File: src/rtl/fcs_pkg.sv
`timescale 1ns/1ps
package fcs_pkg;
    localparam int DW       = 8;
    localparam int NERR     = 3;
    localparam int RSVD_W   = DW - NERR - 2;
    // error index = bit position minus ERR_BASE
    localparam int ERR_BASE  = 4;
    localparam int ERR_PROT  = 0;
    localparam int ERR_ACC   = 1;
    localparam int ERR_RDCOL = 2;
    localparam int BIT_DONE  = DW - 1;

    typedef struct packed {
        logic              done;
        logic [NERR-1:0]   err;
        logic [RSVD_W-1:0] rsvd;
        logic              stat;
    } stat_reg_t;

    function automatic logic [DW-1:0] pack_status(input logic done,
                                                  input logic [NERR-1:0] err,
                                                  input logic stat);
        stat_reg_t r;
        r.done = done;
        r.err  = err;
        r.rsvd = '0;
        r.stat = stat;
        return r;
    endfunction

    function automatic int err_pos(input int idx);
        return ERR_BASE + idx;
    endfunction
endpackage

File: src/rtl/fcs_err_bank.sv
`timescale 1ns/1ps
module fcs_err_bank #(
    parameter int N = 3
) (
    input  logic         clk,
    input  logic         rst,
    input  logic [N-1:0] set_vec,
    input  logic [N-1:0] clr_vec,
    output logic [N-1:0] flags
);
    for (genvar i = 0; i < N; i++) begin : g_flag
        logic f_q;
        always_ff @(posedge clk) begin
            if (rst)             f_q <= 1'b0;
            else if (set_vec[i]) f_q <= 1'b1;
            else if (clr_vec[i]) f_q <= 1'b0;
        end
        assign flags[i] = f_q;

        // a set in the same cycle as a clear must not be lost
        assert_set_wins_R7: assert property (@(posedge clk) disable iff (rst)
            set_vec[i] |=> f_q);
        // a clear with no set takes the flag low
        assert_clear_R6: assert property (@(posedge clk) disable iff (rst)
            (clr_vec[i] && !set_vec[i]) |=> !f_q);
    end
endmodule

File: src/rtl/fcs_cmd_ctrl.sv
`timescale 1ns/1ps
module fcs_cmd_ctrl (
    input  logic clk,
    input  logic rst,
    input  logic go_req,
    input  logic block,
    input  logic init_done,
    input  logic cmd_done,
    input  logic cmd_stat,
    input  logic viol,
    output logic done_q,
    output logic stat_q,
    output logic launch_q
);
    logic launch_now;
    assign launch_now = go_req && done_q && !block;

    always_ff @(posedge clk) begin
        if (rst) begin
            done_q   <= 1'b0;
            stat_q   <= 1'b0;
            launch_q <= 1'b0;
        end else begin
            launch_q <= launch_now;
            if (launch_now) begin
                done_q <= 1'b0;
                stat_q <= 1'b0;
            end else begin
                if (init_done || cmd_done || viol) done_q <= 1'b1;
                if (cmd_done && !done_q)           stat_q <= cmd_stat;
            end
        end
    end

    // start pulse lasts one cycle only
    assert_launch_single_R3: assert property (@(posedge clk) disable iff (rst)
        launch_q |=> !launch_q);
    // a blocked request never starts a command
    assert_blocked_R4: assert property (@(posedge clk) disable iff (rst)
        (go_req && block) |=> !launch_q);
    // no start while a command is running
    assert_no_relaunch_R5: assert property (@(posedge clk) disable iff (rst)
        !done_q |=> !launch_q);
    // completion ends a running command
    assert_done_sets_R9: assert property (@(posedge clk) disable iff (rst)
        (cmd_done && !done_q) |=> done_q);
    // an error during a command terminates it
    assert_viol_ends_R10: assert property (@(posedge clk) disable iff (rst)
        (viol && !done_q) |=> done_q);
endmodule

File: src/rtl/fcmd_status_reg.sv
`timescale 1ns/1ps
module fcmd_status_reg
    import fcs_pkg::*;
(
    input  logic          clk,
    input  logic          rst,
    input  logic          bus_sel,
    input  logic          bus_wr,
    input  logic [DW-1:0] bus_wdata,
    output logic [DW-1:0] bus_rdata,
    input  logic          array_rd,
    input  logic          init_done,
    input  logic          cmd_done,
    input  logic          cmd_stat,
    input  logic          acc_err_evt,
    input  logic          prot_err_evt,
    output logic          launch,
    output logic          busy
);
    logic            wr_hit;
    logic [NERR-1:0] set_vec, clr_vec, flags;
    logic            done_q, stat_q, block, viol;

    assign wr_hit = bus_sel && bus_wr;
    assign viol   = acc_err_evt || prot_err_evt;

    for (genvar i = 0; i < NERR; i++) begin : g_clr
        assign clr_vec[i] = wr_hit && bus_wdata[err_pos(i)];
    end

    always_comb begin
        set_vec            = '0;
        set_vec[ERR_RDCOL] = array_rd && !done_q;
        set_vec[ERR_ACC]   = acc_err_evt;
        set_vec[ERR_PROT]  = prot_err_evt;
    end

    assign block = flags[ERR_ACC] || flags[ERR_PROT] || viol;

    fcs_err_bank #(.N(NERR)) u_err (
        .clk     (clk),
        .rst     (rst),
        .set_vec (set_vec),
        .clr_vec (clr_vec),
        .flags   (flags)
    );

    fcs_cmd_ctrl u_ctrl (
        .clk       (clk),
        .rst       (rst),
        .go_req    (wr_hit && bus_wdata[BIT_DONE]),
        .block     (block),
        .init_done (init_done),
        .cmd_done  (cmd_done),
        .cmd_stat  (cmd_stat),
        .viol      (viol),
        .done_q    (done_q),
        .stat_q    (stat_q),
        .launch_q  (launch)
    );

    assign busy      = !done_q;
    assign bus_rdata = bus_sel ? pack_status(done_q, flags, stat_q) : '0;

    // a read of the array during a command marks a collision
    assert_collision_R8: assert property (@(posedge clk) disable iff (rst)
        (array_rd && busy) |=> flags[ERR_RDCOL]);
    // a read while idle never raises the collision flag
    assert_no_idle_collision_R8: assert property (@(posedge clk) disable iff (rst)
        (!flags[ERR_RDCOL] && !busy) |=> !flags[ERR_RDCOL]);
    // a start pulse always coincides with a running command
    assert_launch_busy_R3: assert property (@(posedge clk) disable iff (rst)
        launch |-> busy);
endmodule

File: config.mk
export PLATFORM = sky130hd
export DESIGN_NAME = fcmd_status_reg
export DESIGN_NICKNAME = d
export VERILOG_FILES = /design/src/rtl/fcs_pkg.sv /design/src/rtl/fcs_err_bank.sv /design/src/rtl/fcs_cmd_ctrl.sv /design/src/rtl/fcmd_status_reg.sv
export SDC_FILE = /design/constraint.sdc
export NUM_CORES = 1
export LEC_CHECK = 0
export BUFFER_PORTS_ARGS = -buffer_cell sky130_fd_sc_hd__buf_2
export CAP_MARGIN = 40
export CORE_AREA = 2 2 39 41
export DETAILED_ROUTE_END_ITERATION = 8
export DIE_AREA = 0 0 41 43
export PLACE_DENSITY = 0.58
export SLEW_MARGIN = 10
export SYNTH_ARGS = -nofsm -noshare
export SYNTH_HDL_FRONTEND = slang
export SYNTH_HIERARCHICAL = 1
export SYNTH_SLANG_ARGS = --single-unit
File: constraint.sdc
create_clock -name clk -period 1.6 [get_ports clk]
set_clock_uncertainty 0.2 [all_clocks]
set_input_delay 0.08 -clock clk [delete_from_list [all_inputs] [get_ports clk]]
set_output_delay 0.08 -clock clk [all_outputs]
set_load 0.005 [all_outputs]
Word level (Yosys, flattened, before mapping)
Cells that the tools add are included. Widths: inputs -> output; s select.

Multiplexer cells: 7. $add $sub $neg: 0. Shift operators: 0. $mul: 0. Magnitude comparators: 0. Eq/ne operators: 0. Reductions and logical operators: 20. Div/mod/pow operators: 0. Bitwise gates (word level): 0.

Operators with widths (count): $logic_and 1x1->1 (9); $mux 8 (1); $mux 1 (6); $reduce_bool 2->1 (3); $logic_or 1x1->1 (5); $logic_not 1->1 (2); $reduce_or 2->1 (1).

Bits in latches: 0. Flip-flop bits (word level): 6. Memories kept: 0. Input bits: 18. Memory bits (read-only): 0. RAM bits: 0.

Longest topological paths before layout
Depth in word-level cells: 5. Gate-level depth with buffers: 5.

Hierarchy
Netlist, hierarchy kept.

By module, submodules not included: fcs_err_bank (cells an instance 15, times used 1, area an instance 127.6 um2); fcs_cmd_ctrl (cells an instance 11, times used 1, area an instance 110.1 um2); fcmd_status_reg (cells an instance 17, times used 1, area an instance 107.6 um2).

Worst setup path before layout
OpenSTA, ideal clock, no wires.

Kind: register to register. Start: reg u_err.g_flag[0].f_q. End: reg u_ctrl.done_q. Required time: 1.279 ns. Setup time: 0.121 ns. Slack: 0.081 ns. Cell stages (with the launch flop): 6. Data arrival time: 1.198 ns. Period minus slack after synthesis: 1.519 ns. Cell sequence: dfxtp_1 > buf_4 > or4_1 > nand3b_1 > nand2b_1 > nor2_1.

Longest elaborated chain between the ends: 5.

RTL lines: from (decl) (RTL line fcs_err_bank.sv:12) `logic f_q;`; from (signal assigned) (RTL line fcs_err_bank.sv:14) `if (rst) f_q <= 1'b0;`; from (signal assigned) (RTL line fcs_err_bank.sv:15) `else if (set_vec[i]) f_q <= 1'b1;`; from (signal assigned) (RTL line fcs_err_bank.sv:16) `else if (clr_vec[i]) f_q <= 1'b0;`; $logic_or 1x1->1 (2 in a row) (RTL line fcmd_status_reg.sv:38) `assign block = flags[ERR_ACC] || flags[ERR_PROT] || viol;`; via block (RTL line fcmd_status_reg.sv:22) `logic done_q, stat_q, block, viol;`; $logic_not 1->1 (RTL line fcs_cmd_ctrl.sv:16) `assign launch_now = go_req && done_q && !block;`; $logic_and 1x1->1 (RTL line fcs_cmd_ctrl.sv:16); $reduce_or 2->1 (no source line); to (signal assigned) (RTL line fcs_cmd_ctrl.sv:20) `done_q <= 1'b0;`; to (signal assigned) (RTL line fcs_cmd_ctrl.sv:26) `done_q <= 1'b0;`; to (signal assigned) (RTL line fcs_cmd_ctrl.sv:29) `if (init_done || cmd_done || viol) done_q <= 1'b1;`; to (decl) (RTL line fcs_cmd_ctrl.sv:11) `output logic done_q,`.

The timed path passes the listed nets, and every way through them passes these cells. A chain may end at the register's enable or synchronous reset.

Worst setup path in the final report
Ends and elaborated chain as after synthesis.

==> results.txt <==
* CP startpoint: u_err/g_flag[0].f_q
- The tree built by TritonCTS fans out to 6 sinks.
- Of all nets on the critical path, the largest fanout is 3.
* Total power density per cell area: 712 nW/µm²
- Number of buffer and inverter stages on the critical path: 0
- Hold timing on the final database bottoms out at a slack of 0.0116 ns.
- Series of cell instances along the critical path: or4_1 -> nand3b_1 -> nand2b_1 -> nor2_1
- Number of I/O pins: 28
* Clock buffers created by TritonCTS: 3
* Number of vias per cell: 4.05
- Setup CP Type: flip-flop to flip-flop
* Floorplan Core Area: 1380 µm²
- For this run, design rule violations remaining after detail routing come to 0.
* DRC violation total after the first TritonRoute iteration: 4
- Synthesized area per cell: 8.03 µm²
- Synthesized netlist cell count: 43
- Synthesized cell area: 345 µm²
* Leftover overflow at the end of global routing: 0
- The tree is rooted in a sky130_fd_sc_hd__clkbuf_4.
* Global-route wire length before repair: 1.31 mm
- The number of max-slew violations in the final report was 0.
- Non-filler instance count after layout: 86
* Synth Register Bits: 6
- Summed over all cells, the static leakage comes to 0.284 nW.
- The cell family contributing the most delay on the critical path is simple AND/OR/NAND/NOR gates.
* Area growth syn-to-layout: 53.6%
- The floorplan step set the die height to 43 µm.
- Element type at the critical path end: flip-flop
- Worst setup slack after placement: 0.130 ns
- Row generation in the floorplan step produced 14 rows.
- Among all stages on the critical path, the largest delay is contributed by sky130_fd_sc_hd__or4_1.
- Wire length per cell: 8.95 µm
- The startpoint identified for the worst hold timing path is acc_err_evt.
- Portion of the post-synthesis area used by sequential elements: 0.348
- The HPWL after detailed placement is 592 µm.
- The routed design has 770 µm of wire.
- For this run, the top clock speed supported by timing is 677 MHz.
- On the worst path, the slowest cell contributes a delay of 0.50 ns.
- The clock period could shrink to 1.48 ns.
- Slack of the critical path: 0.124 ns
- Via count of the first global-routing pass: 340
- Unrepaired setup endpoints after global routing: false
- Latest clock arrival within the worst-skew pair: 0.25 ns
* Synth warnings: 6
- Setup total negative slack on the finished layout was measured at 0 ns.
- Post-CTS Hold Buffers: 8
- The worst setup path is launched from a flip-flop.
- For this run, the share of the core covered by cells in the final layout is 0.383.
- The worst register-to-register path begins at u_err/g_flag[0].f_q.
- Number of unique standard cell types used by synthesis: 17
* Initial standard-cell utilization of the core: 0.250
* Maximum number of pins on one net before global-route repair: 10
- Of the cells placed in the final design, the portion with a size suffix greater than 1 is 0.371.
- Number of iterations in the first detailed-routing pass: 2
- TritonCTS built the clock tree.
- Setup violations remaining at the end of the flow were counted as 0.
- Period utilization: 0.923
- The clock passes through at most 2 buffers.
- Worst hold path class: input pin to flip-flop
- Final nets: 90
- Power Total: 378 µW
- In this run, placement finished with an instance count of 75.
* Combined area of the multi-input logic cells: 173 µm²
- Design Area, Final: 531 µm²
- Post-CTS timing repair inserted 0 buffers for setup.
* Total inserted antenna cells: 0
- The initial antenna violation count was 0.
* Count of H-tree levels built during CTS: 1
- Buffers placed on the I/O ports in this run total 20.
- Once the clock tree was built, the resizer swapped 0 gates to a different size.
* Number of hold violations in the final report: 0
* Worst EP required: 1.53 ns
* Final weighted congestion in routability-driven placement: 0.669
* Routed vias: 348
* Residual antenna-violating net count after detailed routing: 0
* Overall Global Routing Usage: 0.115
- Clock-pin slew on the worst setup and hold paths: 0.05 ns
- Across the run, the number of max-cap violations was 0.
- The flow ran to the end, and the final reports show no timing, DRC or antenna violations.
* Die Footprint: 1760 µm²
* Crit path DAT: 1.41 ns
* Width of the die: 41 µm
* Instance area at placement: 428 µm²
- After filler insertion, the fill cell instance count of the layout stands at 165.
* Largest voltage drop on the vdd net: 0.260 mV
* FF/Latch Area: 120 µm²
[routing by layer]
layer  vias to the layer above  global-route usage  routed length, µm
li1                        182                   -                  -
met1                       147               0.146                317
met2                        17               0.147                338
met3                         2              0.0681                 97
met4                         0              0.0600                 17
met5                         -                   0                  0
[where the power goes]
group / leakage [nW] / internal [mW] / switching, mW
registers: 0.0497 / 0.159 / 0.00574
logic: 0.221 / 0.0447 / 0.0257
clock network: 0.0138 / 0.0851 / 0.0582
[state kept, by name, summed over array words and instances (netlist names)]
name and count:
u_err/g_flag.f_q 3, u_ctrl/done_q 1, u_ctrl/launch_q 1, u_ctrl/stat_q 1
[Yosys cell counts]
library cell / number / area [µm²]
sky130_fd_sc_hd__nor2b_1: 1 / 6.26
sky130_fd_sc_hd__and3_1: 4 / 25.0
sky130_fd_sc_hd__conb_1: 1 / 3.75
sky130_fd_sc_hd__mux2i_1: 1 / 10.0
sky130_fd_sc_hd__a21oi_1: 3 / 15.0
sky130_fd_sc_hd__nor4_1: 1 / 6.26
sky130_fd_sc_hd__and2_2: 1 / 7.51
sky130_fd_sc_hd__nand3b_1: 1 / 7.51
sky130_fd_sc_hd__buf_4: 6 / 45.0
sky130_fd_sc_hd__and2_1: 4 / 25.0
sky130_fd_sc_hd__or2_2: 1 / 6.26
sky130_fd_sc_hd__dfxtp_1: 6 / 120
sky130_fd_sc_hd__or4_1: 1 / 7.51
sky130_fd_sc_hd__inv_1: 4 / 15.0
sky130_fd_sc_hd__nand2b_1: 4 / 25.0
sky130_fd_sc_hd__nor2_1: 3 / 11.3
sky130_fd_sc_hd__nor2b_2: 1 / 8.76
[worst min-delay path, stage by stage]
cell and delay (ns):
sky130_fd_sc_hd__buf_2 0.08, sky130_fd_sc_hd__or4_1 0.09, sky130_fd_sc_hd__nand3b_1 0.11, sky130_fd_sc_hd__nor2_1 0.05
[area by class of cell]
| cell class | instances | share of cell area |
|---|---|---|
| Timing Repair Buffer | 28 | 0.340 |
| Multi-Input combinational cell | 29 | 0.325 |
| Sequential cell | 6 | 0.226 |
| Clock buffer | 3 | 0.0425 |
| Tap cell | 16 | 0.0377 |
| Inverter | 4 | 0.0283 |
[final timing paths]
| path | to | slack, ns | cells after the start |
|---|---|---|---|
| min reg2reg | u_err/g_flag[2].f_q | 0.26 | 2 |
| min | u_ctrl/launch_q | 0.01 | 4 |
| max reg2reg | u_ctrl/done_q | 0.12 | 4 |
| max | u_ctrl/done_q | 0.12 | 4 |
[cells in the final DEF (no fill, tap or decap), drive strengths merged, types with 2 or more instances in the layout]
| cell | Yosys | final |
|---|---|---|
| dfxtp | 6 | 6 |
| and3 | 4 | 4 |
| inv | 4 | 4 |
| clkbuf | 0 | 3 |
| and2 | 5 | 5 |
| nor2 | 3 | 3 |
| conb | 1 | 3 |
| dlygate4sd3 | 0 | 8 |
| nor2b | 2 | 2 |
| a21oi | 3 | 3 |
| buf | 6 | 20 |
| nand2b | 4 | 4 |
[cells by family after synthesis]
kind of cell / share of synthesized area
AND/OR/NAND/NOR: 0.395
multiplexers: 0.0290
buffers and inverters: 0.174
other: 0.0109
AO/OA/AOI/OAI: 0.0435
flip-flops: 0.348
Note: power is estimated with default switching activity, not from simulation.
